$ cat config.mk
export PLATFORM = sky130hd
export DESIGN_NAME = gpio_ctrl
export DESIGN_NICKNAME = d
export VERILOG_FILES = /design/src/rtl/gpio_pkg.sv /design/src/rtl/gpio_sync.sv /design/src/rtl/gpio_trig_detect.sv /design/src/rtl/gpio_ctrl.sv
export SDC_FILE = /design/constraint.sdc
export NUM_CORES = 1
export LEC_CHECK = 0
export ABC_CLOCK_PERIOD_IN_PS = 2100
export BUFFER_PORTS_ARGS = -buffer_cell sky130_fd_sc_hd__buf_4
export CAP_MARGIN = 20
export CORE_ASPECT_RATIO = 0.9
export CORE_UTILIZATION = 35
export DETAILED_ROUTE_END_ITERATION = 10
export PLACE_DENSITY_LB_ADDON = 0.2
export SYNTH_ARGS = -nofsm -noshare
export SYNTH_HDL_FRONTEND = slang
export SYNTH_SLANG_ARGS = --single-unit
export TNS_END_PERCENT = 20
$ cat constraint.sdc
create_clock -name clk_i -period 2.1 [get_ports clk_i]
set_clock_uncertainty 0.05 [all_clocks]
set_input_delay 0.315 -clock clk_i [delete_from_list [all_inputs] [get_ports clk_i]]
set_output_delay 0.315 -clock clk_i [all_outputs]
set_load 0.005 [all_outputs]
$ cat src/rtl/gpio_pkg.sv
package gpio_pkg;
  localparam int unsigned ADDR_W   = 8;
  localparam int unsigned DATA_W   = 32;
  localparam int unsigned MAX_PINS = 32;

  localparam logic [ADDR_W-1:0] OFF_STAT = 8'h80;
  localparam logic [ADDR_W-1:0] OFF_IN   = 8'h84;
  localparam logic [ADDR_W-1:0] OFF_OUT  = 8'h88;
  localparam logic [ADDR_W-1:0] OFF_CLR  = 8'hA0;
  localparam logic [ADDR_W-1:0] OFF_SET  = 8'hA4;

  typedef enum logic [2:0] {
    TRIG_LVL_HI = 3'd0,
    TRIG_LVL_LO = 3'd1,
    TRIG_RISE   = 3'd2,
    TRIG_FALL   = 3'd3,
    TRIG_BOTH   = 3'd4
  } trig_e;

  typedef struct packed {
    logic [2:0] trig;
    logic       irq_en;
    logic       obuf_en;
    logic       in_en;
    logic       oreg_en;
  } pin_cfg_t;
endpackage

$ cat src/rtl/gpio_sync.sv
module gpio_sync #(
  parameter int unsigned WIDTH  = 32,
  parameter int unsigned STAGES = 2
) (
  input  logic             clk_i,
  input  logic             rst_ni,
  input  logic [WIDTH-1:0] d_i,
  output logic [WIDTH-1:0] q_o
);
  logic [WIDTH-1:0] stg_q [STAGES];

  always_ff @(posedge clk_i or negedge rst_ni) begin
    if (!rst_ni) begin
      for (int k = 0; k < STAGES; k++) stg_q[k] <= '0;
    end else begin
      stg_q[0] <= d_i;
      for (int k = 1; k < STAGES; k++) stg_q[k] <= stg_q[k-1];
    end
  end

  assign q_o = stg_q[STAGES-1];
endmodule

$ cat src/rtl/gpio_trig_detect.sv
module gpio_trig_detect
  import gpio_pkg::*;
#(
  parameter int unsigned NUM_PINS = 32
) (
  input  pin_cfg_t [NUM_PINS-1:0] cfg_i,
  input  logic     [NUM_PINS-1:0] cur_i,
  input  logic     [NUM_PINS-1:0] prev_i,
  output logic     [NUM_PINS-1:0] hit_o
);
  for (genvar p = 0; p < NUM_PINS; p++) begin : g_pin
    logic raw;
    always_comb begin
      case (cfg_i[p].trig)
        TRIG_LVL_HI: raw = cur_i[p];
        TRIG_LVL_LO: raw = cfg_i[p].in_en & ~cur_i[p];
        TRIG_RISE:   raw = cur_i[p] & ~prev_i[p];
        TRIG_FALL:   raw = ~cur_i[p] & prev_i[p];
        TRIG_BOTH:   raw = cur_i[p] ^ prev_i[p];
        default:     raw = 1'b0;  // codes 5..7 reserved
      endcase
    end
    assign hit_o[p] = raw & cfg_i[p].irq_en;
  end
endmodule

$ cat src/rtl/gpio_ctrl.sv
module gpio_ctrl
  import gpio_pkg::*;
#(
  parameter int unsigned NUM_PINS    = 32,
  parameter int unsigned SYNC_STAGES = 2
) (
  input  logic                clk_i,
  input  logic                rst_ni,
  input  logic [ADDR_W-1:0]   bus_addr_i,
  input  logic                bus_we_i,
  input  logic [DATA_W-1:0]   bus_wdata_i,
  output logic [DATA_W-1:0]   bus_rdata_o,
  input  logic [NUM_PINS-1:0] pin_i,
  output logic [NUM_PINS-1:0] pin_o,
  output logic [NUM_PINS-1:0] pin_oe_o,
  output logic                irq_o
);
  localparam logic [5:0] PIN_LIM = 6'(NUM_PINS);

  pin_cfg_t [NUM_PINS-1:0] cfg_q;
  logic [NUM_PINS-1:0] out_q, status_q, prev_q;
  logic [NUM_PINS-1:0] sync_w, in_val, hit_w;
  logic [NUM_PINS-1:0] oreg_mask, obuf_mask, in_mask, irq_en_mask;
  logic [ADDR_W-1:0]   addr_al;
  logic [4:0]          pin_idx;
  logic                aligned, is_cfg;
  logic [DATA_W-1:0]   rd_d;

  assign aligned = (bus_addr_i[1:0] == 2'b00);
  assign addr_al = {bus_addr_i[ADDR_W-1:2], 2'b00};
  assign pin_idx = bus_addr_i[6:2];
  assign is_cfg  = aligned && !bus_addr_i[7] && ({1'b0, pin_idx} < PIN_LIM);

  for (genvar p = 0; p < NUM_PINS; p++) begin : g_cfg
    always_ff @(posedge clk_i or negedge rst_ni) begin
      if (!rst_ni) cfg_q[p] <= '0;
      else if (bus_we_i && is_cfg && pin_idx == 5'(p))
        cfg_q[p] <= {bus_wdata_i[7:5], bus_wdata_i[3:0]};
    end
    assign oreg_mask[p]   = cfg_q[p].oreg_en;
    assign obuf_mask[p]   = cfg_q[p].obuf_en;
    assign in_mask[p]     = cfg_q[p].in_en;
    assign irq_en_mask[p] = cfg_q[p].irq_en;
  end

  gpio_sync #(.WIDTH(NUM_PINS), .STAGES(SYNC_STAGES)) u_sync (
    .clk_i (clk_i),
    .rst_ni(rst_ni),
    .d_i   (pin_i),
    .q_o   (sync_w)
  );

  assign in_val = sync_w & in_mask;

  gpio_trig_detect #(.NUM_PINS(NUM_PINS)) u_detect (
    .cfg_i (cfg_q),
    .cur_i (in_val),
    .prev_i(prev_q),
    .hit_o (hit_w)
  );

  logic wr_stat, wr_out, wr_set, wr_clr;
  assign wr_stat = bus_we_i && aligned && addr_al == OFF_STAT;
  assign wr_out  = bus_we_i && aligned && addr_al == OFF_OUT;
  assign wr_set  = bus_we_i && aligned && addr_al == OFF_SET;
  assign wr_clr  = bus_we_i && aligned && addr_al == OFF_CLR;

  always_ff @(posedge clk_i or negedge rst_ni) begin
    if (!rst_ni) begin
      prev_q   <= '0;
      status_q <= '0;
      out_q    <= '0;
    end else begin
      prev_q   <= in_val;
      // hits win over a same-cycle clear so live levels stay latched
      status_q <= (status_q & ~(wr_stat ? bus_wdata_i[NUM_PINS-1:0] : '0)) | hit_w;
      if (wr_out)      out_q <= bus_wdata_i[NUM_PINS-1:0];
      else if (wr_clr) out_q <= out_q & ~bus_wdata_i[NUM_PINS-1:0];
      else if (wr_set) out_q <= out_q | bus_wdata_i[NUM_PINS-1:0];
    end
  end

  always_comb begin
    rd_d = '0;
    if (is_cfg) begin
      for (int p = 0; p < NUM_PINS; p++)
        if (pin_idx == 5'(p)) rd_d[7:0] = {cfg_q[p].trig, 1'b0, cfg_q[p][3:0]};
    end else if (aligned) begin
      case (addr_al)
        OFF_STAT: rd_d[NUM_PINS-1:0] = status_q;
        OFF_IN:   rd_d[NUM_PINS-1:0] = in_val;
        OFF_OUT:  rd_d[NUM_PINS-1:0] = out_q;
        default:  rd_d = '0;
      endcase
    end
  end

  always_ff @(posedge clk_i or negedge rst_ni) begin
    if (!rst_ni) bus_rdata_o <= '0;
    else         bus_rdata_o <= rd_d;
  end

  assign pin_o    = out_q & oreg_mask;
  assign pin_oe_o = oreg_mask & obuf_mask;
  assign irq_o    = |status_q;
endmodule

==> flow_summary.toml <==
[worst_setup_path]
cp_max_fo = 2
ff2ff_setup_slack_ns = 0.07
start_kind = "flip-flop"
arrival_ns = 2.08
critical_path_class = "flip-flop to output pin"
required_ns = 1.74
end_kind = "output pin"

[logic_synthesis]
synth_area_per_cell_um2 = 10.8
synth_edf_count = 0
synthesis.nets = 2048
synth_warnings = 0
synth_flop_cell = "dfrtp_1"
synthArstFlopShare = 1.00
synth.cell_area_um2 = 20900
ys_seq_area_frac = 0.498
synth_seq_cells = 416
syn_inst = 1941
synth_cell_types = 80

[cells_and_area]
drive_gt1_frac = 0.329
final_nets = 2501
n_fill_cell = 5420
syn_to_final_growth_pct = 30.1

[routing]
drt_iter0_markers = 1650
firstDrtPassIters = 7
postRouteAntennaNets = 0
vias_per_cell = 5.55
top_layer_used = "met5"
wl_um = 77900
met3RoutedLength_um = 4660
routedWlPerCell_um = 24.3
vias = 17794
route.detailed.drc = 0
wl_met1_um = 35600
dr_wl_met2_um = 36100

[timing]
period_share = 1.16
setup_viol = 1
finalHoldViolCount = 0
finalMaxSlewViolations = 0
setup_ws_ns = -0.341
tightestPinTransition_ns = 0.582
slew-limit-headroom = 0.612
rsz0062_at_grt = "yes"
period_needed_ns = 2.44
fin_hold_ws_ns = 0.200
fmax_mhz = 410

[cts]
numCtsBuffers = 47
root_buffer = "clkbuf_16"
cts_tree = "built"
clock_latency_ns = 0.59
clk_pin_slew_worst_paths_ns = 0.06
h-tree-depth = 2
clockBufferDepth = 3
clock_sinks = 416

[grt]
antenna_found_initial = 4
grt_overflow_total = 0
grt_pass1_vias = 17821
grt_pass1_wl_um = 116000
grt_max_degree = 76
grtUsageTotal = 0.256

[run]
drv_cap = 0

[pwr]
ir_worst_vdd_v = 0.000502
pwr_density_cell_nw_per_um2 = 726
power.leakage_nw = 12.5

[die]
io-pin-count = 172
start_util = 0.356
fp-row-count = 84
die_area_um2 = 60700
dieWidth_um = 260
die_h_um = 234
core_area_um2 = 58800

[status]
status = "finished, violations left"
violations = "negative setup slack"

[place]
dp_slack_ns = -0.317
dpl.hpwl_um = 57600
gp_congestion = 0.933
portBuffers = 171

[min_path]
min_path_type = "input port to flip-flop"
sequential cells by signal, indices dropped and copies added, names as in the netlist, named ones only:
| name | flops |
|---|---|
| cfg_q | 224 |
| prev_q | 32 |
| u_sync.q_o | 32 |
| bus_rdata_o | 32 |
| status_q | 32 |
| u_sync.stg_q | 32 |
routing by layer:
layer  up-vias  global-route usage
met2       620               0.413
met3       111              0.0362
met1      9075               0.363
met4         4              0.0608
li1       7984                   -
met5         -                   0
cell families (layout without fill, tap and decap cells):
kind of cell | count (synthesis) | count (layout) | synth area share
buf+inv | 198 | 689 | 0.0443
other cells | 0 | 1 | 0
xor+xnor | 6 | 6 | 0.00251
mux | 283 | 283 | 0.153
flops | 416 | 416 | 0.498
fa+ha+maj | 32 | 32 | 0.0191
compound gates | 492 | 492 | 0.158
simple gates | 514 | 514 | 0.125
layout by cell type (no fill, tap or decap), drive strengths merged, types with 10 or more instances in the layout:
| cell | synthesis | layout |
|---|---|---|
| o22ai | 38 | 38 |
| nor4 | 12 | 12 |
| clkinv | 0 | 12 |
| nand3 | 11 | 11 |
| a221o | 22 | 22 |
| nor2b | 12 | 12 |
| a221oi | 13 | 13 |
| nand2b | 11 | 11 |
| dfrtp | 416 | 416 |
| a21oi | 79 | 79 |
| buf | 65 | 451 |
| a22oi | 42 | 42 |
| o211ai | 40 | 40 |
| and2 | 94 | 94 |
| ha | 32 | 32 |
| clkbuf | 40 | 68 |
| nor2 | 61 | 61 |
| o21ai | 140 | 140 |
| mux2 | 238 | 238 |
| o31ai | 25 | 25 |
| nor3 | 22 | 22 |
| nand2 | 233 | 233 |
| a31oi | 10 | 10 |
| dlygate4sd3 | 0 | 58 |
| inv | 93 | 96 |
| mux2i | 39 | 39 |
| nand3b | 10 | 10 |
| a32o | 33 | 33 |
worst paths after layout:
path	start	end	cells after the start
worst max-delay path	status_q[14]	irq_o	6
worst min-delay path	bus_wdata_i[5]	flip-flop	2
worst max register to register	cfg_q[26]	bus_rdata_o[6]	6
worst min register to register	u_sync.stg_q[49]	u_sync.q_o[17]	0
max in group asynchronous	rst_ni	u_sync.q_o[13]	3
min in group asynchronous	rst_ni	u_sync.q_o[3]	2
worst max-delay path: stages, from the launching register on:
cell     delay [ns]
dfrtp_2        0.45
nor4_2         0.27
buf_4          0.17
nand4_1        0.10
buf_6          0.16
or2_4          0.23
buf_6          0.11
per-stage QoR:
step | area, um^2 | TNS (ns) | power (mW) | utilization | cells
after detailed placement | 25000 | -17.34 | 11.5 | 0.426 | 3060
after global placement | 25000 | -14.12 | 11.4 | 0.426 | 3060
final | 27200 | -0.341 | 19.8 | 0.463 | 3207
after CTS | 27200 | -0.413 | 19.9 | 0.462 | 3205
after floorplan | 20900 | 0 | 10.0 | - | 1941
after global routing | 27200 | -0.390 | 20.5 | 0.463 | 3207
layout make-up:
cell class | instances | area (um^2) | area share
Antenna cell | 1 | 2.50 | 0.0000919
Multi-Input combinational cell | 1327 | 9640 | 0.354
Sequential cell | 416 | 10400 | 0.383
Timing Repair Buffer | 509 | 4310 | 0.158
Inverter | 93 | 349 | 0.0128
Tap cell | 774 | 968 | 0.0356
Clock buffer | 68 | 1330 | 0.0487
Clock inverter | 19 | 205 | 0.00754
cells in the mapped netlist (33+ instances only):
cell,number,area [um^2]
mux2i_1,39,390
nor2_1,57,214
a21oi_1,79,395
clkbuf_1,40,150
o21ai_0,106,531
o22ai_1,38,238
nand2_1,232,871
o21ai_1,34,170
a22oi_1,42,315
and2_1,94,588
inv_1,93,349
dfrtp_1,416,10400
buf_2,39,195
o211ai_1,40,300
mux2_2,238,2680
a32o_1,33,330
power by group:
part | switching (mW) | total, mW | internal (mW)
Clock | 3.49 | 8.28 | 4.79
Combinational | 1.24 | 2.43 | 1.19
Sequential | 0.568 | 9.05 | 8.48
Total | 5.30 | 19.8 | 14.5
repair_timing:
action	CTS	global route
endpoints found under the hold margin	109	0
gates resized for setup	5	7
pin swaps	3	2
setup endpoints to repair	1	3
setup buffers	0	1
hold buffers	58	0
No activity file was read; power rests on OpenSTA's default activity.
